$ cat src/rtl/vst_pkg.sv
package vst_pkg;

    localparam int unsigned VST_DEPTH       = 128;
    localparam int unsigned VST_DATA_W      = 8;
    localparam int unsigned VST_WARM_RISES  = 9;
    localparam int unsigned VST_SYNC_STAGES = 2;

    // What the serializer does on an accepted slow-clock edge
    typedef enum logic [1:0] {
        STEP_LOAD  = 2'd0,   // fetch a new byte, drive its MSB
        STEP_SHIFT = 2'd1,   // move to the next lower bit
        STEP_GAP   = 2'd2    // release the line for the null slot
    } step_e;

    // Registered serializer state
    typedef struct packed {
        logic        drive;
        logic [3:0]  slot;   // 0..DATA_W-1 data, DATA_W gap/idle
    } ser_state_t;

    function automatic int unsigned wrap_inc(input int unsigned a, input int unsigned depth);
        return (a + 1 >= depth) ? 0 : a + 1;
    endfunction

endpackage

$ cat src/rtl/vst_edge_sync.sv
module vst_edge_sync #(
    parameter int unsigned STAGES = vst_pkg::VST_SYNC_STAGES
) (
    input  logic clk,
    input  logic rst,
    input  logic async_in,
    output logic rise
);
    logic [STAGES-1:0] chain;
    logic              last_q;

    for (genvar g = 0; g < STAGES; g++) begin : g_stage
        always_ff @(posedge clk) begin
            if (rst) chain[g] <= 1'b0;
            else     chain[g] <= (g == 0) ? async_in : chain[(g == 0) ? 0 : g-1];
        end
    end

    always_ff @(posedge clk) begin
        if (rst) last_q <= 1'b0;
        else     last_q <= chain[STAGES-1];
    end

    assign rise = chain[STAGES-1] & ~last_q;
endmodule

$ cat src/rtl/vst_warmup.sv
module vst_warmup #(
    parameter int unsigned RISES = vst_pkg::VST_WARM_RISES
) (
    input  logic clk,
    input  logic rst,
    input  logic count_en,
    output logic done
);
    localparam int unsigned CW = $clog2(RISES + 1) + 1;
    localparam logic [CW-1:0] LIMIT = CW'(RISES);

    logic [CW-1:0] cnt;

    always_ff @(posedge clk) begin
        if (rst)                         cnt <= '0;
        else if (count_en && cnt < LIMIT) cnt <= cnt + 1'b1;
    end

    assign done = (cnt == LIMIT);
endmodule

$ cat src/rtl/vst_serializer.sv
module vst_serializer
    import vst_pkg::*;
#(
    parameter int unsigned DEPTH  = VST_DEPTH,
    parameter int unsigned DATA_W = VST_DATA_W
) (
    input  logic                      clk,
    input  logic                      rst,
    input  logic                      en,
    input  logic                      advance,
    output logic [$clog2(DEPTH)-1:0]  rd_addr,
    input  logic [DATA_W-1:0]         rd_data,
    output logic                      drive,
    output logic                      bit_out
);
    localparam int unsigned ADDR_W = $clog2(DEPTH);
    localparam logic [3:0] SLOT_GAP  = 4'(DATA_W);
    localparam logic [3:0] SLOT_LAST = 4'(DATA_W - 1);

    ser_state_t        st_q;
    logic [DATA_W-1:0] shreg_q;
    logic [ADDR_W-1:0] addr_q;
    step_e             step;

    always_comb begin
        if (st_q.slot == SLOT_GAP)       step = STEP_LOAD;
        else if (st_q.slot == SLOT_LAST) step = STEP_GAP;
        else                             step = STEP_SHIFT;
    end

    always_ff @(posedge clk) begin
        if (rst || !en) begin
            st_q    <= '{drive: 1'b0, slot: SLOT_GAP};
            shreg_q <= '0;
            addr_q  <= '0;
        end else if (advance) begin
            unique case (step)
                STEP_LOAD: begin
                    shreg_q <= rd_data;
                    st_q    <= '{drive: 1'b1, slot: 4'd0};
                    addr_q  <= ADDR_W'(wrap_inc(int'(addr_q), DEPTH));
                end
                STEP_SHIFT: begin
                    shreg_q <= {shreg_q[DATA_W-2:0], 1'b0};
                    st_q    <= '{drive: 1'b1, slot: st_q.slot + 4'd1};
                end
                default: begin
                    st_q    <= '{drive: 1'b0, slot: SLOT_GAP};
                end
            endcase
        end
    end

    assign rd_addr = addr_q;
    assign drive   = st_q.drive;
    assign bit_out = shreg_q[DATA_W-1];
endmodule

$ cat src/rtl/vclk_stream_tx.sv
module vclk_stream_tx
    import vst_pkg::*;
#(
    parameter int unsigned DEPTH       = VST_DEPTH,
    parameter int unsigned DATA_W      = VST_DATA_W,
    parameter int unsigned WARM_RISES  = VST_WARM_RISES,
    parameter int unsigned SYNC_STAGES = VST_SYNC_STAGES
) (
    input  logic                     clk,
    input  logic                     rst,
    input  logic                     vclk_in,
    input  logic                     en,
    output logic [$clog2(DEPTH)-1:0] rd_addr,
    input  logic [DATA_W-1:0]        rd_data,
    output logic                     sda_oe,
    output logic                     sda_out
);
    logic vclk_rise;
    logic warm_done;
    logic drive;

    vst_edge_sync #(.STAGES(SYNC_STAGES)) u_sync (
        .clk      (clk),
        .rst      (rst),
        .async_in (vclk_in),
        .rise     (vclk_rise)
    );

    vst_warmup #(.RISES(WARM_RISES)) u_warm (
        .clk      (clk),
        .rst      (rst),
        .count_en (en & vclk_rise),
        .done     (warm_done)
    );

    vst_serializer #(.DEPTH(DEPTH), .DATA_W(DATA_W)) u_ser (
        .clk     (clk),
        .rst     (rst),
        .en      (en),
        .advance (vclk_rise & warm_done),
        .rd_addr (rd_addr),
        .rd_data (rd_data),
        .drive   (drive),
        .bit_out (sda_out)
    );

    // release immediately when the mode controller withdraws the enable
    assign sda_oe = drive & en;
endmodule

$ cat config.mk
export PLATFORM = sky130hd
export DESIGN_NAME = vclk_stream_tx
export DESIGN_NICKNAME = d
export VERILOG_FILES = /design/src/rtl/vst_pkg.sv /design/src/rtl/vst_edge_sync.sv /design/src/rtl/vst_warmup.sv /design/src/rtl/vst_serializer.sv /design/src/rtl/vclk_stream_tx.sv
export SDC_FILE = /design/constraint.sdc
export NUM_CORES = 1
export LEC_CHECK = 0
export BUFFER_PORTS_ARGS = -buffer_cell sky130_fd_sc_hd__buf_2
export CELL_PAD_IN_SITES_DETAIL_PLACEMENT = 0
export CELL_PAD_IN_SITES_GLOBAL_PLACEMENT = 2
export CORE_UTILIZATION = 35
export DETAILED_ROUTE_END_ITERATION = 8
export GPL_ROUTABILITY_DRIVEN = 1
export PLACE_DENSITY_LB_ADDON = 0.15
export SLEW_MARGIN = 20
export SYNTH_ARGS = -nofsm -noshare
export SYNTH_HDL_FRONTEND = slang
export SYNTH_SLANG_ARGS = --single-unit
$ cat constraint.sdc
create_clock -name clk -period 3.06 [get_ports clk]
set_clock_uncertainty 0.05 [all_clocks]
set_input_delay 0.612 -clock clk [delete_from_list [all_inputs] [get_ports clk]]
set_output_delay 0.612 -clock clk [all_outputs]
set_load 0.01 [all_outputs]
# Word level (Yosys, flattened, before mapping)
# Index checks and enable logic that the tools add are counted.
# totals
regBits	28
output_inout_bits	9
word_cells	34
# op_classes
n_addsub	3
order_cmp	2
eq_ne	4
n_mux	5
bitwise	5
n_reduce_logical	7
# op_table
operator	n
$pmux 8 s2	1
$pmux 5 s2	1
$add 7x1->8 const B	1
$ge 8x8->1 const B	1
$mux 7	1
$add 5x1->5 const B	1
$eq 5x4->1 const B	1
$lt 5x4->1 const B	1
$add 4x1->4 const B	1
$and 1x1->1	4
$eq 4x3->1 const B	1
$eq 4x4->1 const B	1
$mux 2	2
$reduce_and 2->1	2
$eq 2x1->1 const B	1
$logic_not 2->1	1
$reduce_bool 2->1	1
$logic_and 1x1->1	1
$logic_not 1->1	1
$logic_or 1x1->1	1
$not 1->1	1

# Longest topological paths before layout
# Gate-level depths: netlist of the first run.
# depth
ltp_word	6
ltp_mapped	7

# Modules after synthesis
# A second synthesis of the first run with hierarchy kept.
# unflattened
hier_cells	150
hier_area_um2	1393.8
# by_module_without_submodules
mod	n_inst	cells_each	area_each_um2	seq_area_each_um2
vst_serializer	1	113	1044.8	400.4
vst_warmup	1	27	242.7	100.1
vst_edge_sync	1	7	87.6	60.1
vclk_stream_tx	1	3	18.8	0.0

# Worst setup path after synthesis of the first run
# No wires, ideal clock.
# synth_path
kind	reg-to-reg
from	register u_warm.cnt[4]
to	register u_ser.st_q[2] (netlist bit)
setup_time_ps	70
arrival_ps	1745
path_slack_ps	1195
stages_incl_launch_ff	7
n_path_buf	2
synth_period_minus_slack_ps	1865
cell_sequence	dfxtp_1 -> or3b_1 -> buf_6 -> or2_1 -> buf_6 -> or4_1 -> a21oi_1
# synth_between
elab_chain_len	2
# synth_rtl
item	line	rtl
start: declaration	vst_warmup.sv:12	logic [CW-1:0] cnt;
start signal: assignment	vst_warmup.sv:16	else if (count_en && cnt < LIMIT) cnt <= cnt + 1'b1;
$eq 5x4->1	vst_warmup.sv:19	assign done = (cnt == LIMIT);
$and 1x1->1	vclk_stream_tx.sv:40	.advance (vclk_rise & warm_done),
end signal: assignment	vst_serializer.sv:33	st_q <= '{drive: 1'b0, slot: SLOT_GAP};
end signal: assignment	vst_serializer.sv:40	st_q <= '{drive: 1'b1, slot: 4'd0};
end signal: assignment	vst_serializer.sv:45	st_q <= '{drive: 1'b1, slot: st_q.slot + 4'd1};
end: declaration	vst_serializer.sv:20	ser_state_t st_q;
# Every way passes these cells.
# A chain may end at the register's enable or synchronous reset.

# Worst setup path after layout of the first run
# layout_path
from	register u_warm.cnt[0]
to	register u_ser.st_q[2] (netlist bit)
# Same word-level chain as after synthesis.

==> metrics.log, run 1 <==
[metrics] kind of end point of the critical path: register
[metrics] Hold Path Class: register to register
[metrics] wire length of the first global-routing pass: between 4000 and 5000 um
[metrics] headroom to the max-slew limit: 47.22%
[metrics] Total Routing Usage GR: around 14%
[metrics] number of sinks driven by the clock tree: 28
[metrics] peak fanout along the critical path: 10
[metrics] fillcell total: 363
[metrics] number of warning messages in the yosys log: 0
[metrics] via count of the first global-routing pass: about 1000
[metrics] violation count after the first detailed-routing iteration: 44
[metrics] commonest cells in the synthesized netlist: sky130_fd_sc_hd__dfxtp_1 (28), sky130_fd_sc_hd__nand2_1 (19), sky130_fd_sc_hd__nor2_1 (16), sky130_fd_sc_hd__a21oi_1 (9), sky130_fd_sc_hd__a311oi_1 (8)
[metrics] summed negative setup slack over all endpoints: 0 ns
[metrics] count of non-filler cells in the finished layout: 213
[metrics] htree depth: 1
[metrics] reported max-cap violation count: 0
[metrics] Unique masters post-synth: 38
[metrics] maximum clock insertion buffer count: 2
[metrics] power per unit of standard cell area: between 300 and 400 nW/um^2
[metrics] register bit count reported by yosys: 28
[metrics] FP Rows: 21
[metrics] dominant cells by area after synthesis: sky130_fd_sc_hd__dfxtp_1 (43%), sky130_fd_sc_hd__nand2_1 (5.5%), sky130_fd_sc_hd__a311oi_1 (5.4%)
[metrics] Critical Path Source Type: register
[metrics] final weighted congestion in routability-driven placement: 0.7452
[metrics] total length of routed wires: 2617 um
[metrics] post-cts resize count: 0
[metrics] synthesized cell area: 1306 um^2
[metrics] Via-to-Cell Ratio: between 5 and 6
[metrics] CTS root buf: sky130_fd_sc_hd__clkbuf_8
[metrics] number of nets with antenna violations after routing: 0
[metrics] number of buffers added by the clock tree synthesis step: 3
[metrics] vertical die dimension: 63.09 um
[metrics] IO Pins: 21
[metrics] Post-Place Cells: 210
[metrics] pin count of the biggest net entering global routing: 20
[metrics] timing-limited maximum frequency: between 0.4 and 0.5 GHz
[metrics] first drt pass iteration count: 4
[metrics] clock transition at the registers of the reported paths: approximately 0.09 ns
[metrics] Yosys top cell area share: 42.91%
[metrics] status: completed
[metrics] CORE AREA: 3442 um^2
[metrics] number of cells produced by synthesis: approximately 150
[metrics] worst slew pin tran: 0.7917 ns
[metrics] Hold Buf Count CTS: 0
[metrics] Die Footprint: 3980 um^2
[metrics] async set-reset flop share out of synthesis: 0%
[metrics] diode count: 0
[metrics] nets in the synthesized netlist: 166
[metrics] initial standard-cell utilization of the core: 37.95%
[metrics] buffers added on ports: 20
[metrics] Layout area overhead: 13.12%
[metrics] most common cell in the synthesized netlist: sky130_fd_sc_hd__dfxtp_1
[metrics] Setup Buffers After CTS: 0
[metrics] average instance area after synthesis: between 8 and 9 um^2
[metrics] IR Drop Worst-Case VDD: roughly 0.15 mV
[metrics] initial antenna violation count: 0
[metrics] worst path required time: between 3 and 4 ns
[metrics] number of nets at the end of the flow: 186
[metrics] data arrival at the endpoint of the critical path: about 2.2 ns
[metrics] final critical-path share of the clock period: 65.43%
[metrics] wire per inst: ~12 um
[metrics] max-slew violation count: 0
[metrics] leak pwr: 0.5890 nW
[metrics] later-pin clock latency in the skew report: 0.27 ns
[metrics] dominant register cell in the synthesized netlist: sky130_fd_sc_hd__dfxtp_1
[metrics] category of the most critical setup path: register to register
[metrics] clock period minus final worst setup slack: 2.002 ns
[metrics] RSZ-0062 raised after global routing: false
[metrics] DR vias: approximately 1100
[metrics] Die X-Extent: ~63 um
[metrics] share of synthesized area occupied by flip-flops and latches: 42.91%
[metrics] final number of hold-violating endpoints: 0
[metrics] cell type with the largest total area after synthesis: sky130_fd_sc_hd__dfxtp_1
[metrics] TritonCTS clock tree: yes
[metrics] HPWL after detailed placement: approximately 1800 um
[metrics] number of enable flip-flop cells after synthesis: 0
[metrics] total global routing overflow: 0
[metrics] remaining routing DRC violations: 0
[metrics] total of endpoints with negative setup slack in the final report: 0
[metrics] fraction of layout instances using a drive strength above 1: 16.77%
## routing by layer
| metal | vias up | routed length [um] | part of all wire (%) | global-route usage, % |
|---|---|---|---|---|
| li1 | 568 | - | - | - |
| met2 | 23 | 1180 | 45 | 22.85 |
| met5 | - | 0 | 0 | 0 |
| met3 | 5 | 108 | 4.1 | 2.717 |
| met1 | 477 | 1291 | 49 | 18.28 |
| met4 | 0 | 37 | 1.4 | 5.233 |
## path summary, 6_finish.rpt
check                        from  slack [ns]  cells after the start               to
setup reg to reg    u_warm.cnt[0]        1.06                      5    u_ser.st_q[2]
hold / removal    u_sync.chain[0]        0.39                      1  u_sync.chain[1]
setup / recovery    u_warm.cnt[0]        1.06                      5    u_ser.st_q[2]
hold reg to reg   u_sync.chain[0]        0.39                      1  u_sync.chain[1]
## critical path, cell delays in order, from the launching register on
cell and delay (ns):
sky130_fd_sc_hd__dfxtp_1 0.42, sky130_fd_sc_hd__ha_1 0.18, sky130_fd_sc_hd__nand3b_1 0.22, sky130_fd_sc_hd__or2_1 0.41
sky130_fd_sc_hd__or4_1 0.50, sky130_fd_sc_hd__a21oi_1 0.14
## layout make-up
type	count	area (um^2)	share of cell area (%)
clock buffer	3	41.29	2.794
inverter	5	18.77	1.270
multi-input combinational	109	684.4	46.32
sequential	28	560.5	37.93
tap	46	57.56	3.895
timing repair buffer	22	115.1	7.790
## layout by cell type (no fill, tap or decap), types with 5 or more instances in the layout
master	instances
sky130_fd_sc_hd__buf_2	20
sky130_fd_sc_hd__ha_1	5
sky130_fd_sc_hd__nand3_1	6
sky130_fd_sc_hd__nor2_1	16
sky130_fd_sc_hd__inv_1	5
sky130_fd_sc_hd__o21ai_0	5
sky130_fd_sc_hd__nand2_1	19
sky130_fd_sc_hd__nor2b_1	5
sky130_fd_sc_hd__a311oi_1	8
sky130_fd_sc_hd__a21oi_1	9
sky130_fd_sc_hd__dfxtp_1	28
## sequential cells by signal, indices dropped and copies added (netlist names)
register,flops
u_ser.shreg_q,8
u_ser.rd_addr,7
u_warm.cnt,5
u_ser.st_q,4
u_sync.chain,2
u_ser.drive,1
u_sync.last_q,1
## per-stage QoR
| stage | util, % | setup WS, ns | total power [mW] | instance area, um^2 | hold slack, ns |
|---|---|---|---|---|---|
| 6_report | 42.93 | 1.058 | 0.5853 | 1478 | 0.3912 |
| 5_1_grt | 42.93 | 0.9378 | 0.6146 | 1478 | 0.4256 |
| 3_3_place_gp | 41.73 | 1.100 | 0.3977 | 1436 | 0.3705 |
| 3_5_place_dp | 41.73 | 1.064 | 0.3982 | 1436 | 0.3723 |
| 4_1_cts | 42.93 | 1.067 | 0.5962 | 1478 | 0.3950 |
| 2_1_floorplan | - | 1.195 | 0.3889 | 1306 | 0.3638 |
## cells by family (layout without fill, tap and decap cells)
kind of cell             Yosys count  count (layout)  share of synthesized area [%]
multiplexers                       1               1                         0.7663
AO/OA/AOI/OAI                     30              30                          16.00
adder cells (fa/ha/maj)            5               5                          4.789
buffers and inverters             12              30                          4.693
flip-flops                        28              28                          42.91
XOR/XNOR                           4               4                          2.682
AND/OR/NAND/NOR                   69              69                          28.16
## power by group
part / switching (mW) / internal, mW
Sequential: 0.00130 / 0.366
Clock: 0.108 / 0.0884
Combinational: 0.0129 / 0.00893
Total: 0.122 / 0.463
Power figures use the tool's default switching activity.
==> inputs of run 2 (changes only) <==
- CORE_UTILIZATION: 35 -> 30
- clock period: 3.06 -> 1.8 ns (I/O delays scaled with it)
==> run 2 against run 1 <==
Global-route usage decreased by 0.13 points. Combinational power up 100%. Fmax is 15% higher. Sequential share of layout area is 3.7 points lower. Largest power group unchanged. Utilization is 2.6 points lower.
==> metrics.log, run 2 (same netlist as run 1, synthesis figures left out) <==
[metrics] wire length of the first global-routing pass: 4733 um
[metrics] fillcell total: 419
[metrics] fraction of layout instances using a drive strength above 1: around a quarter
[metrics] fraction of power consumed by sequential logic: 53.3%
[metrics] Hold Buf Count CTS: 0
[metrics] R2R cell count: 4
[metrics] slowest cell on the critical path: sky130_fd_sc_hd__or4_1
[metrics] number of sinks driven by the clock tree: 28
[metrics] CTS root buf: sky130_fd_sc_hd__clkbuf_8
[metrics] category of the most critical setup path: register to register
[metrics] headroom to the max-slew limit: 75.86%
[metrics] peak fanout along the critical path: 4
[metrics] kind of end point of the critical path: register
[metrics] Critical Path Source Type: register
[metrics] final number of hold-violating endpoints: 0
[metrics] clock period minus final worst setup slack: 1.735 ns
[metrics] remaining routing DRC violations: 0
[metrics] Clock power frac: 42.9%
[metrics] internal power: 0.9386 mW
[metrics] vertical die dimension: 67.99 um
[metrics] Total Routing Usage GR: about 14%
[metrics] via count of the first global-routing pass: 1073
[metrics] final critical-path share of the clock period: 96.39%
[metrics] power share of the combinational group: 3.8%
[metrics] data arrival at the endpoint of the critical path: 1.91 ns
[metrics] power per unit of standard cell area: 709.6 nW/um^2
[metrics] initial antenna violation count: 0
[metrics] IO Pins: 21
[metrics] maximum clock insertion buffer count: 2
[metrics] FP Rows: 23
[metrics] clock transition at the registers of the reported paths: 0.10 ns
[metrics] final weighted congestion in routability-driven placement: between 0.7 and 0.8
[metrics] initial standard-cell utilization of the core: 31.97%
[metrics] first drt pass iteration count: 4
[metrics] later-pin clock latency in the skew report: 0.28 ns
[metrics] Via-to-Cell Ratio: 5.013
[metrics] total global routing overflow: 0
[metrics] violation count after the first detailed-routing iteration: 42
[metrics] hold depth: 2
[metrics] summed negative setup slack over all endpoints: 0 ns
[metrics] wire per inst: 13.00 um
[metrics] HPWL after detailed placement: ~2100 um
[metrics] htree depth: 1
[metrics] leak pwr: 0.6653 nW
[metrics] RSZ-0062 raised after global routing: false
[metrics] diode count: 0
[metrics] max-slew violation count: 0
[metrics] number of buffers added by the clock tree synthesis step: 3
[metrics] Sw Pwr: between 0.2 and 0.25 mW
[metrics] proportion of total power due to net switching: 19.67%
[metrics] number of nets with antenna violations after routing: 0
[metrics] Worst Setup Slack, final: 0.06494 ns
[metrics] Die Footprint: 4622 um^2
[metrics] worst slew pin tran: 0.3621 ns
[metrics] most frequent cells in the layout: sky130_fd_sc_hd__dfxtp_1 (27), sky130_fd_sc_hd__buf_2 (20), sky130_fd_sc_hd__nand2_1 (19)
[metrics] Post-Place Worst Slack: 0.001404 ns
[metrics] delay of the slowest cell on the worst path: 0.47 ns
[metrics] total length of routed wires: about 3000 um
[metrics] timing-limited maximum frequency: a little under 0.6 GHz
[metrics] pin count of the biggest net entering global routing: 18
[metrics] DR vias: 1153
[metrics] number of nets at the end of the flow: 198
[metrics] TritonCTS clock tree: yes
[metrics] Hold Path Class: input pin to register
[metrics] Largest register FFs: 8
[metrics] IR Drop Worst-Case VDD: 0.4775 mV
[metrics] worst path required time: 1.97 ns
[metrics] register with the highest flop count: u_ser.shreg_q
[metrics] CORE AREA: 4086 um^2
[metrics] status: completed
[metrics] total of endpoints with negative setup slack in the final report: 0
[metrics] leading cell type in the layout, fill and taps excluded: sky130_fd_sc_hd__dfxtp_1
[metrics] buffers added on ports: 20
[metrics] Die X-Extent: 67.99 um
[metrics] reported max-cap violation count: 0
[metrics] cell chain of the critical path: or3b_4, or2_1, or4_1, a21oi_1
[metrics] Layout area overhead: 26.05%
[run 2: area by class of cell]
class / count / area, um^2 / area share, %
multi-input combinational: 109 / 720.7 / 43.77
sequential: 28 / 564.3 / 34.27
inverter: 5 / 18.77 / 1.140
tap: 50 / 62.56 / 3.799
clock buffer: 3 / 41.29 / 2.508
clock inverter: 1 / 30.03 / 1.824
timing repair buffer: 34 / 209.0 / 12.69
[run 2: power groups by stage]
stage	Sequential (mW)	Clock, mW	Combinational (mW)
final	0.623	0.502	0.0442
after global routing	0.623	0.546	0.0492
after CTS	0.624	0.523	0.0445
after detailed placement	0.639	0	0.0432
after global placement	0.638	0	0.0420
after floorplan	0.639	0	0.0225
[run 2: per-layer routing]
metal / up-vias / GRT usage (%) / wire length, um
li1: 598 / - / -
met5: - / 0 / 0
met3: 2 / 4.000 / 101
met1: 533 / 15.73 / 1359
met4: 0 / 3.906 / 17
met2: 20 / 25.12 / 1510
[run 2: final timing paths]
check                       start         endpoint  slack (ns)
hold reg to reg   u_sync.chain[0]  u_sync.chain[1]        0.40
hold / removal            vclk_in  u_sync.chain[0]        0.24
setup / recovery  u_sync.chain[1]    u_ser.st_q[2]        0.06
setup reg to reg  u_sync.chain[1]    u_ser.st_q[2]        0.06
[run 2: what timing repair did]
action	4_1_cts	5_1_grt
buffers inserted	0	4
setup endpoints to repair	2	7
resized for setup	2	8
pin swaps	0	3
[run 2: worst max-delay path: cells and delay by family, from the launching register on]
kind             cells  cell delay, ns
flip-flops           1            0.35
AND/OR/NAND/NOR      3            1.15
AO/OA/AOI/OAI        1            0.12
[run 2: per-stage QoR]
stage	hold slack, ns	power (mW)	instances	cell area, um^2	utilization [%]
detailed placement	0.3907	0.6817	222	1501	36.74
finish	0.2371	1.168	230	1647	40.29
global route	0.2505	1.219	230	1647	40.29
floorplan	0.3638	0.6611	149	1306	-
global placement	0.3733	0.6803	222	1501	36.74
CTS	0.2329	1.192	226	1582	38.70
==> inputs of run 3 (changes only) <==
- CORE_UTILIZATION: 30 -> 35
- clock period: 1.8 -> 2.17 ns (I/O delays scaled with it)
==> run 3 against run 2 <==
Count of clock-buffer cells in the layout up 1. Critical endpoint unchanged. Via count is 1.6% lower. Critical path depth up 1. Flip-flop and latch count unchanged. Highest routed layer unchanged.
==> metrics.log, run 3 (same netlist as run 1, synthesis figures left out) <==
[metrics] number of nets with antenna violations after routing: 0
[metrics] category of the most critical setup path: register to register
[metrics] capture instance of the worst register-to-register path: u_ser.st_q[2]
[metrics] first drt pass iteration count: 4
[metrics] hold depth: 2
[metrics] Via-to-Cell Ratio: 5.274
[metrics] total length of routed wires: 2715 um
[metrics] wire per inst: 12.63 um
[metrics] maximum clock insertion buffer count: 2
[metrics] via count of the first global-routing pass: 1015
[metrics] final cell utilization of the core: a little over two fifths
[metrics] Total Routing Usage GR: 14.75%
[metrics] number of buffers added by the clock tree synthesis step: 3
[metrics] data arrival at the endpoint of the critical path: 2.13 ns
[metrics] most frequent cells in the layout: sky130_fd_sc_hd__dfxtp_1 (28), sky130_fd_sc_hd__buf_2 (20), sky130_fd_sc_hd__nand2_1 (19)
[metrics] vertical die dimension: 63.09 um
[metrics] Setup Buffers After CTS: 0
[metrics] count of non-filler cells in the finished layout: around 220
[metrics] fraction of layout instances using a drive strength above 1: 17.75%
[metrics] pin count of the biggest net entering global routing: 18
[metrics] final weighted congestion in routability-driven placement: approximately 0.78
[metrics] worst path required time: 2.34 ns
[metrics] initial antenna violation count: 0
[metrics] kind of end point of the critical path: register
[metrics] R2R cell count: 5
[metrics] clock period minus final worst setup slack: 1.967 ns
[metrics] later-pin clock latency in the skew report: 0.28 ns
[metrics] post-cts resize count: 0
[metrics] Die X-Extent: 63.09 um
[metrics] Post-Place Worst Slack: 0.2025 ns
[metrics] worst-case register-to-register setup slack: slightly above 0.2 ns
[metrics] HPWL after detailed placement: 1979 um
[metrics] DR vias: 1134
[metrics] final critical-path share of the clock period: 90.67%
[metrics] peak fanout along the critical path: 10
[metrics] Layout area overhead: 14.75%
[metrics] Largest register FFs: 8
[metrics] RSZ-0062 raised after global routing: false
[metrics] register with the highest flop count: u_ser.shreg_q
[metrics] Worst Setup Slack, final: 0.2025 ns
[metrics] fillcell total: ~370
[metrics] timing-limited maximum frequency: around 0.51 GHz
[metrics] leading cell type in the layout, fill and taps excluded: sky130_fd_sc_hd__dfxtp_1
[metrics] remaining routing DRC violations: 0
[metrics] IR Drop Worst-Case VDD: 0.2714 mV
[metrics] total of endpoints with negative setup slack in the final report: 0
[metrics] Die Footprint: 3980 um^2
[metrics] initial standard-cell utilization of the core: 37.95%
[metrics] total global routing overflow: 0
[metrics] status: completed
[metrics] Hold Path Class: input pin to register
[metrics] leak pwr: 0.6007 nW
[metrics] final number of hold-violating endpoints: 0
[metrics] violation count after the first detailed-routing iteration: 34
[metrics] htree depth: 1
[metrics] IO Pins: 21
[metrics] start of the worst register-to-register path: u_warm.cnt[0]
[metrics] worst slew pin tran: 0.6145 ns
[metrics] diode count: 0
[metrics] Post-Place Cells: 211
[metrics] max-slew violation count: 0
[metrics] number of sinks driven by the clock tree: 28
[metrics] power per unit of standard cell area: 584.0 nW/um^2
[metrics] Hold Buf Count CTS: 0
[metrics] CTS root buf: sky130_fd_sc_hd__clkbuf_8
[metrics] reported max-cap violation count: 0
[metrics] summed negative setup slack over all endpoints: 0 ns
[metrics] CORE AREA: 3442 um^2
[metrics] TritonCTS clock tree: yes
[metrics] buffers added on ports: 20
[metrics] clock transition at the registers of the reported paths: 0.09 ns
[metrics] launch point of the worst hold path: vclk_in
[metrics] wire length of the first global-routing pass: 4629 um
[metrics] end of the worst hold path: u_sync.chain[0]
[metrics] number of nets at the end of the flow: 187
[metrics] Critical Path Source Type: register
[metrics] headroom to the max-slew limit: 58.89%
[metrics] FP Rows: 21
## run 3: changes by cell type in the layout (fill, tap and decap cells not counted), sizes merged
cell and change:
buf -11, clkbuf +1, bufinv -1
## run 3: where the power goes
part | total (mW) | internal (mW) | switching [mW]
Combinational | 0.0317 | 0.0137 | 0.0180
Clock | 0.326 | 0.163 | 0.163
Sequential | 0.518 | 0.516 | 0.00176
Total | 0.875 | 0.693 | 0.183
## run 3: per-stage QoR
step	instance area (um^2)	power [mW]	hold WS [ns]
global route	1499	0.9166	0.3096
global placement	1444	0.5618	0.3757
CTS	1499	0.8937	0.3053
detailed placement	1444	0.5627	0.3742
finish	1499	0.8754	0.3085
floorplan	1306	0.5484	0.3638
## run 3: worst max path at each step
stage / from / endpoint / slack [ns] / cells after the start
floorplan: u_warm.cnt[4] / u_ser.st_q[2] / 0.30 / 6
global placement: u_warm.cnt[0] / u_ser.st_q[2] / 0.28 / 5
detailed placement: u_warm.cnt[0] / u_ser.st_q[2] / 0.20 / 5
CTS: u_warm.cnt[0] / u_ser.st_q[2] / 0.19 / 5
global route: u_warm.cnt[0] / u_ser.st_q[2] / 0.04 / 5
finish: u_warm.cnt[0] / u_ser.st_q[2] / 0.20 / 5
## run 3: metal layers
layer  global-route usage, %  wire length [um]  part of all wire, %
met1                   19.27              1339                   49
met2                   23.52              1198                   44
met3                   2.899               122                  4.5
met4                   6.105                55                  2.0
met5                       0                 0                    0
## run 3: worst max-delay path, stage by stage (launching register included)
cell	delay [ns]
sky130_fd_sc_hd__dfxtp_1	0.42
sky130_fd_sc_hd__ha_1	0.17
sky130_fd_sc_hd__nand3b_1	0.22
sky130_fd_sc_hd__or2_1	0.41
sky130_fd_sc_hd__or4_1	0.50
sky130_fd_sc_hd__a21oi_1	0.14
## run 3: cell type report
class,instances,area [um^2],area share (%)
inverter,5,18.77,1.252
multi-input combinational,109,684.4,45.66
sequential,28,560.5,37.40
clock buffer,4,55.05,3.673
tap,46,57.56,3.840
timing repair buffer,23,122.6,8.180
